$ cat src/rtl/intr_seq.sv
module intr_seq #(
  parameter int DW = 16,
  parameter int AW = 16,
  parameter int TW = 8,
  parameter int IF_POS = 9,
  parameter int TF_POS = 8,
  parameter logic [AW-1:0] SP_RESET = 16'h0800
) (
  input  logic          clk,
  input  logic          rst_n,
  input  logic          entry_req,
  input  logic          ret_req,
  input  logic [TW-1:0] vec_type,
  input  logic [DW-1:0] flags_in,
  input  logic [DW-1:0] cs_in,
  input  logic [DW-1:0] ip_in,
  output logic          busy,
  output logic          done,
  output logic [DW-1:0] flags_out,
  output logic [DW-1:0] cs_out,
  output logic [DW-1:0] ip_out,
  output logic [AW-1:0] sp_out,
  output logic [AW-1:0] mem_addr,
  output logic [DW-1:0] mem_wdata,
  input  logic [DW-1:0] mem_rdata,
  output logic          mem_rd,
  output logic          mem_wr,
  input  logic          mem_ready
);
  localparam int PAD = AW - TW - 2;
  localparam logic [DW-1:0] ONE = {{(DW-1){1'b0}}, 1'b1};
  localparam logic [DW-1:0] KEEP = ~((ONE << IF_POS) | (ONE << TF_POS));
  localparam logic [AW-1:0] STEP = {{(AW-2){1'b0}}, 2'd2};

  typedef enum logic [3:0] {
    S_IDLE, S_PF, S_PC, S_PI, S_VI, S_VC, S_RI, S_RC, S_RF
  } st_t;

  st_t           state;
  logic [TW-1:0] typ;
  logic [DW-1:0] fl_q, cs_q, ip_q;
  logic          ent_q;
  logic [AW-1:0] vbase;

  assign busy   = (state != S_IDLE);
  assign mem_wr = (state == S_PF) || (state == S_PC) || (state == S_PI);
  assign mem_rd = (state == S_VI) || (state == S_VC) || (state == S_RI) ||
                  (state == S_RC) || (state == S_RF);
  assign vbase  = {{PAD{1'b0}}, typ, 2'b00};

  always_comb begin
    mem_addr  = sp_out;
    mem_wdata = '0;
    case (state)
      S_PF:    begin mem_addr = sp_out - STEP; mem_wdata = fl_q; end
      S_PC:    begin mem_addr = sp_out - STEP; mem_wdata = cs_q; end
      S_PI:    begin mem_addr = sp_out - STEP; mem_wdata = ip_q; end
      S_VI:    mem_addr = vbase;
      S_VC:    mem_addr = vbase + STEP;
      default: mem_addr = sp_out;
    endcase
  end

  always_ff @(posedge clk) begin
    if (!rst_n) begin
      state     <= S_IDLE;
      sp_out    <= SP_RESET;
      done      <= 1'b0;
      typ       <= '0;
      fl_q      <= '0;
      cs_q      <= '0;
      ip_q      <= '0;
      ent_q     <= 1'b0;
      flags_out <= '0;
      cs_out    <= '0;
      ip_out    <= '0;
    end else begin
      done <= 1'b0;
      case (state)
        S_IDLE:
          if (entry_req) begin
            typ   <= vec_type;
            fl_q  <= flags_in;
            cs_q  <= cs_in;
            ip_q  <= ip_in;
            ent_q <= 1'b1;
            state <= S_PF;
          end else if (ret_req) begin
            ent_q <= 1'b0;
            state <= S_RI;
          end
        S_PF: if (mem_ready) begin sp_out <= sp_out - STEP; state <= S_PC; end
        S_PC: if (mem_ready) begin sp_out <= sp_out - STEP; state <= S_PI; end
        S_PI: if (mem_ready) begin sp_out <= sp_out - STEP; state <= S_VI; end
        S_VI: if (mem_ready) begin ip_out <= mem_rdata; state <= S_VC; end
        S_VC:
          if (mem_ready) begin
            cs_out    <= mem_rdata;
            flags_out <= fl_q & KEEP;
            done      <= 1'b1;
            state     <= S_IDLE;
          end
        S_RI: if (mem_ready) begin ip_out <= mem_rdata; sp_out <= sp_out + STEP; state <= S_RC; end
        S_RC: if (mem_ready) begin cs_out <= mem_rdata; sp_out <= sp_out + STEP; state <= S_RF; end
        S_RF:
          if (mem_ready) begin
            flags_out <= mem_rdata;
            sp_out    <= sp_out + STEP;
            done      <= 1'b1;
            state     <= S_IDLE;
          end
        default: state <= S_IDLE;
      endcase
    end
  end

  assert_one_strobe_R10: assert property (@(posedge clk) disable iff (!rst_n)
    !(mem_rd && mem_wr));

  assert_hold_R7: assert property (@(posedge clk) disable iff (!rst_n)
    ((mem_rd || mem_wr) && !mem_ready) |=>
      ($stable(mem_addr) && $stable(mem_wdata) && $stable(mem_rd) && $stable(mem_wr)));

  assert_sp_push_R2: assert property (@(posedge clk) disable iff (!rst_n)
    (mem_wr && mem_ready) |=> (sp_out == $past(sp_out) - STEP));

  assert_sp_pop_R6: assert property (@(posedge clk) disable iff (!rst_n)
    (mem_rd && mem_ready && !ent_q) |=> (sp_out == $past(sp_out) + STEP));

  assert_flags_clear_R5: assert property (@(posedge clk) disable iff (!rst_n)
    (done && ent_q) |-> (!flags_out[IF_POS] && !flags_out[TF_POS]));

  assert_done_pulse_R8: assert property (@(posedge clk) disable iff (!rst_n)
    done |=> !done);

  assert_done_idle_R8: assert property (@(posedge clk) disable iff (!rst_n)
    done |-> !busy);

  assert_vec_table_R3: assert property (@(posedge clk) disable iff (!rst_n)
    (mem_rd && ent_q) |-> (mem_addr < 16'h0400));
endmodule

$ cat config.mk
export PLATFORM = sky130hd
export DESIGN_NAME = intr_seq
export DESIGN_NICKNAME = d
export VERILOG_FILES = /design/src/rtl/intr_seq.sv
export SDC_FILE = /design/constraint.sdc
export NUM_CORES = 1
export LEC_CHECK = 0
export CAP_MARGIN = 20
export CORE_ASPECT_RATIO = 0.5
export CORE_MARGIN = 2
export CORE_UTILIZATION = 45
export DETAILED_ROUTE_END_ITERATION = 7
export GPL_TIMING_DRIVEN = 0
export PLACE_DENSITY = 0.76
export SETUP_SLACK_MARGIN = 0.02
export SLEW_MARGIN = 5
export SYNTH_ARGS = -nofsm -noshare
export SYNTH_HDL_FRONTEND = slang
export SYNTH_SLANG_ARGS = --single-unit
$ cat constraint.sdc
create_clock -name clk -period 8.3 [get_ports clk]
set_clock_uncertainty 0.2 [all_clocks]
set_input_delay 2.075 -clock clk [delete_from_list [all_inputs] [get_ports clk]]
set_output_delay 2.075 -clock clk [all_outputs]
set_load 0.02 [all_outputs]
==> impl_metrics.json <==
{
  "status": "finished clean",
  "async_reset_ff_share_pct": 0,
  "dr_total_vias": 6463,
  "required_ps": 6030,
  "die_w_um": 166.2,
  "drtIter0Drc": 417,
  "n_antenna_cell": 0,
  "synth_area_leader_cell": "dfxtp_1",
  "holdBufCountCts": 0,
  "clock-root-buffer": "clkbuf_16",
  "die_h_um": 85.09,
  "clkPwrFrac_pct": 24.4,
  "hp-start": "ip_q[11]",
  "cp_slowest_stage_delay_ps": 690,
  "intPower_mw": 1.708,
  "p_switching_mw": 1.207,
  "ir_worst_vdd_v": 0.0003200,
  "crit_fanout": 10,
  "cp-startpoint": "state[3]",
  "post-route-period-util_pct": 72.81,
  "clock_path_buffers": 2,
  "clkLatencyLatePin_ps": 420,
  "rsz0062_at_grt": "no",
  "crit_path_frequent_cell": "clkbuf_1",
  "layout-drive-gt1-share_pct": 6.406,
  "synth_edf_count": 0,
  "mostFrequentLayoutCells": "233 x nand2_1, 173 x clkdlybuf4s50_1, 124 x dfxtp_1",
  "n_fill_cell": 1135,
  "crit_arrival_ps": 3770,
  "critPathLaunchType": "register",
  "totalWireLength_um": 19960,
  "cts_buffers": 17,
  "grt_overflow": 0,
  "avgViaCountPerCell": 5.529,
  "crit_chain": "clkbuf_1, clkbuf_1, nor2_1, o21ai_0, clkbuf_1, clkbuf_1, o311ai_0, o41ai_1, clkdlybuf4s50_1",
  "synth_top_area_share_pct": 41.95,
  "yosysUniqueCellTypes": 60,
  "layout.nets": 1065,
  "share_comb_of_total_power_pct": 48.9,
  "cts_tree": "yes",
  "track_usage_pct": 28.27,
  "power.leakage_nw": 2.923,
  "rows": 29,
  "yosysSeqAreaShare_pct": 41.95,
  "htreeDepth": 4,
  "crit_type": "reg -> out",
  "dp_hpwl_um": 14800,
  "period_needed_ps": 6043,
  "drt-wirelength-per-cell_um": 17.08,
  "synth_area_leaders": "dfxtp_1 42%, nand2_1 15%, a21oi_1 8.9%",
  "drc": 0,
  "antenna_found_initial": 0,
  "synthCells": 793,
  "ys_warn_count": 0,
  "gp_congestion": 0.8679,
  "avgSynthCellArea_sq_um": 7.463,
  "grt_pass1_wl_um": 31850,
  "max_cap_violations": 0,
  "timing.rr.start": "state[2]",
  "end_kind": "output port",
  "grt_max_degree": 17,
  "area_growth_pct": 42.54,
  "die_area_sq_um": 14140,
  "p_seq_share_pct": 26.6,
  "finalHoldViolCount": 0,
  "max_freq_ghz": 0.1655,
  "powerDensity_nw_per_um2": 345.6,
  "slew_violations": 0,
  "ys_ff_latch": 124,
  "total_power_mw": 2.915,
  "critPathSlowestCell": "clkdlybuf4s50_1",
  "syn_area_sq_um": 5918,
  "synthFlopType": "dfxtp_1",
  "core_sq_um": 12740,
  "start_util_pct": 46.47,
  "boundaryPins": 177,
  "portBuffers": 173,
  "cts.clk_slew.worst_paths_ps": 50,
  "fin_util_pct": 66.23,
  "grt_pass1_vias": 6164,
  "tightest_slew_ps": 690.9,
  "mostFrequentLayoutCell": "nand2_1",
  "setup_viol_count_final": 0,
  "first_pass_iters": 7,
  "post_cts_buffers": 0,
  "setup_tns_ps": 0,
  "ant_nets": 0,
  "p_sw_share_pct": 41.42,
  "relSlewSlack_pct": 53.29,
  "clock-sinks": 124,
  "cts-resized-gates": 0,
  "min_path_type": "reg -> reg"
}
==> sequential cells by signal, indices dropped and copies added, names as in the netlist <==
register	cells
cs_out	16
cs_q	16
done	1
fl_q	16
flags_out	16
ip_out	16
ip_q	16
sp_out	15
state	4
typ	8
==> worst max-delay path, delay by kind of cell (launching register included) <==
kind | cells | cell delay, ps
simple gates | 1 | 180
flops | 1 | 310
buf+inv | 5 | 2250
compound gates | 3 | 620
==> power groups by stage <==
| stage | combinational, mW | clock (mW) | sequential, mW |
|---|---|---|---|
| after detailed placement | 1.40 | 0 | 0.786 |
| after global routing | 1.54 | 0.740 | 0.788 |
| after floorplan | 0.851 | 0 | 0.816 |
| after global placement | 1.39 | 0 | 0.783 |
| final | 1.43 | 0.712 | 0.776 |
| after CTS | 1.41 | 0.714 | 0.774 |
==> synthesized netlist by cell type, types with 4 or more instances <==
cell	count
xnor2_1	4
nand3_1	12
a22oi_1	16
nand4_1	4
o21ai_1	4
buf_1	4
nor4_1	4
nor2_1	59
clkbuf_1	63
nand2b_1	14
nor3_1	9
a221o_1	6
nand2_1	233
mux2i_1	11
a21oi_1	105
a311oi_1	14
mux2_2	17
nor3b_1	5
o21ai_0	15
inv_1	4
a211oi_1	5
or3_1	4
nor2b_1	4
dfxtp_1	124
==> worst paths after layout <==
path	cells after the start	slack, ps	to
worst min register to register	2	250	ip_q[11]
worst max-delay path	9	2260	mem_addr[14]
worst max register to register	7	5490	sp_out[11]
worst min-delay path	2	250	ip_q[11]
==> cell families after synthesis <==
family / count (synthesis) / synth area share (%)
AO/OA/AOI/OAI: 185 / 19.20
XOR/XNOR: 6 / 0.8879
adder cells (fa/ha/maj): 2 / 0.4228
buffers and inverters: 77 / 5.285
flip-flops: 124 / 41.95
multiplexers: 28 / 5.095
other: 1 / 0.06336
AND/OR/NAND/NOR: 370 / 27.10
==> final cells by class <==
cell class / instances / area [sq um] / area share [%]
Timing Repair Buffer: 173 / 1732 / 20.53
Clock buffer: 19 / 452.9 / 5.369
Tap cell: 170 / 212.7 / 2.522
Inverter: 5 / 18.77 / 0.2225
Buffer: 72 / 294.0 / 3.486
Sequential cell: 124 / 2482 / 29.43
Clock inverter: 13 / 116.4 / 1.379
Multi-Input combinational cell: 593 / 3127 / 37.07
==> routing by layer <==
| metal | track usage [%] | part of all wire, % | vias up |
|---|---|---|---|
| li1 | - | - | 3093 |
| met1 | 37.12 | 44 | 3026 |
| met2 | 45.91 | 46 | 293 |
| met3 | 6.297 | 7.4 | 51 |
| met4 | 11.07 | 2.5 | 0 |
| met5 | 0 | 0 | - |
==> stage by stage <==
stage,cell area [sq um],hold slack [ps],worst slack [ps],cells
4_1_cts,8436,253.1,2358,1169
2_1_floorplan,5922,232.9,3571,794
5_1_grt,8436,266.3,2112,1169
3_5_place_dp,7866,245.6,2810,1137
3_3_place_gp,7866,238.0,2881,1137
6_report,8436,252.9,2257,1169
No activity file was read; power rests on OpenSTA's default activity.
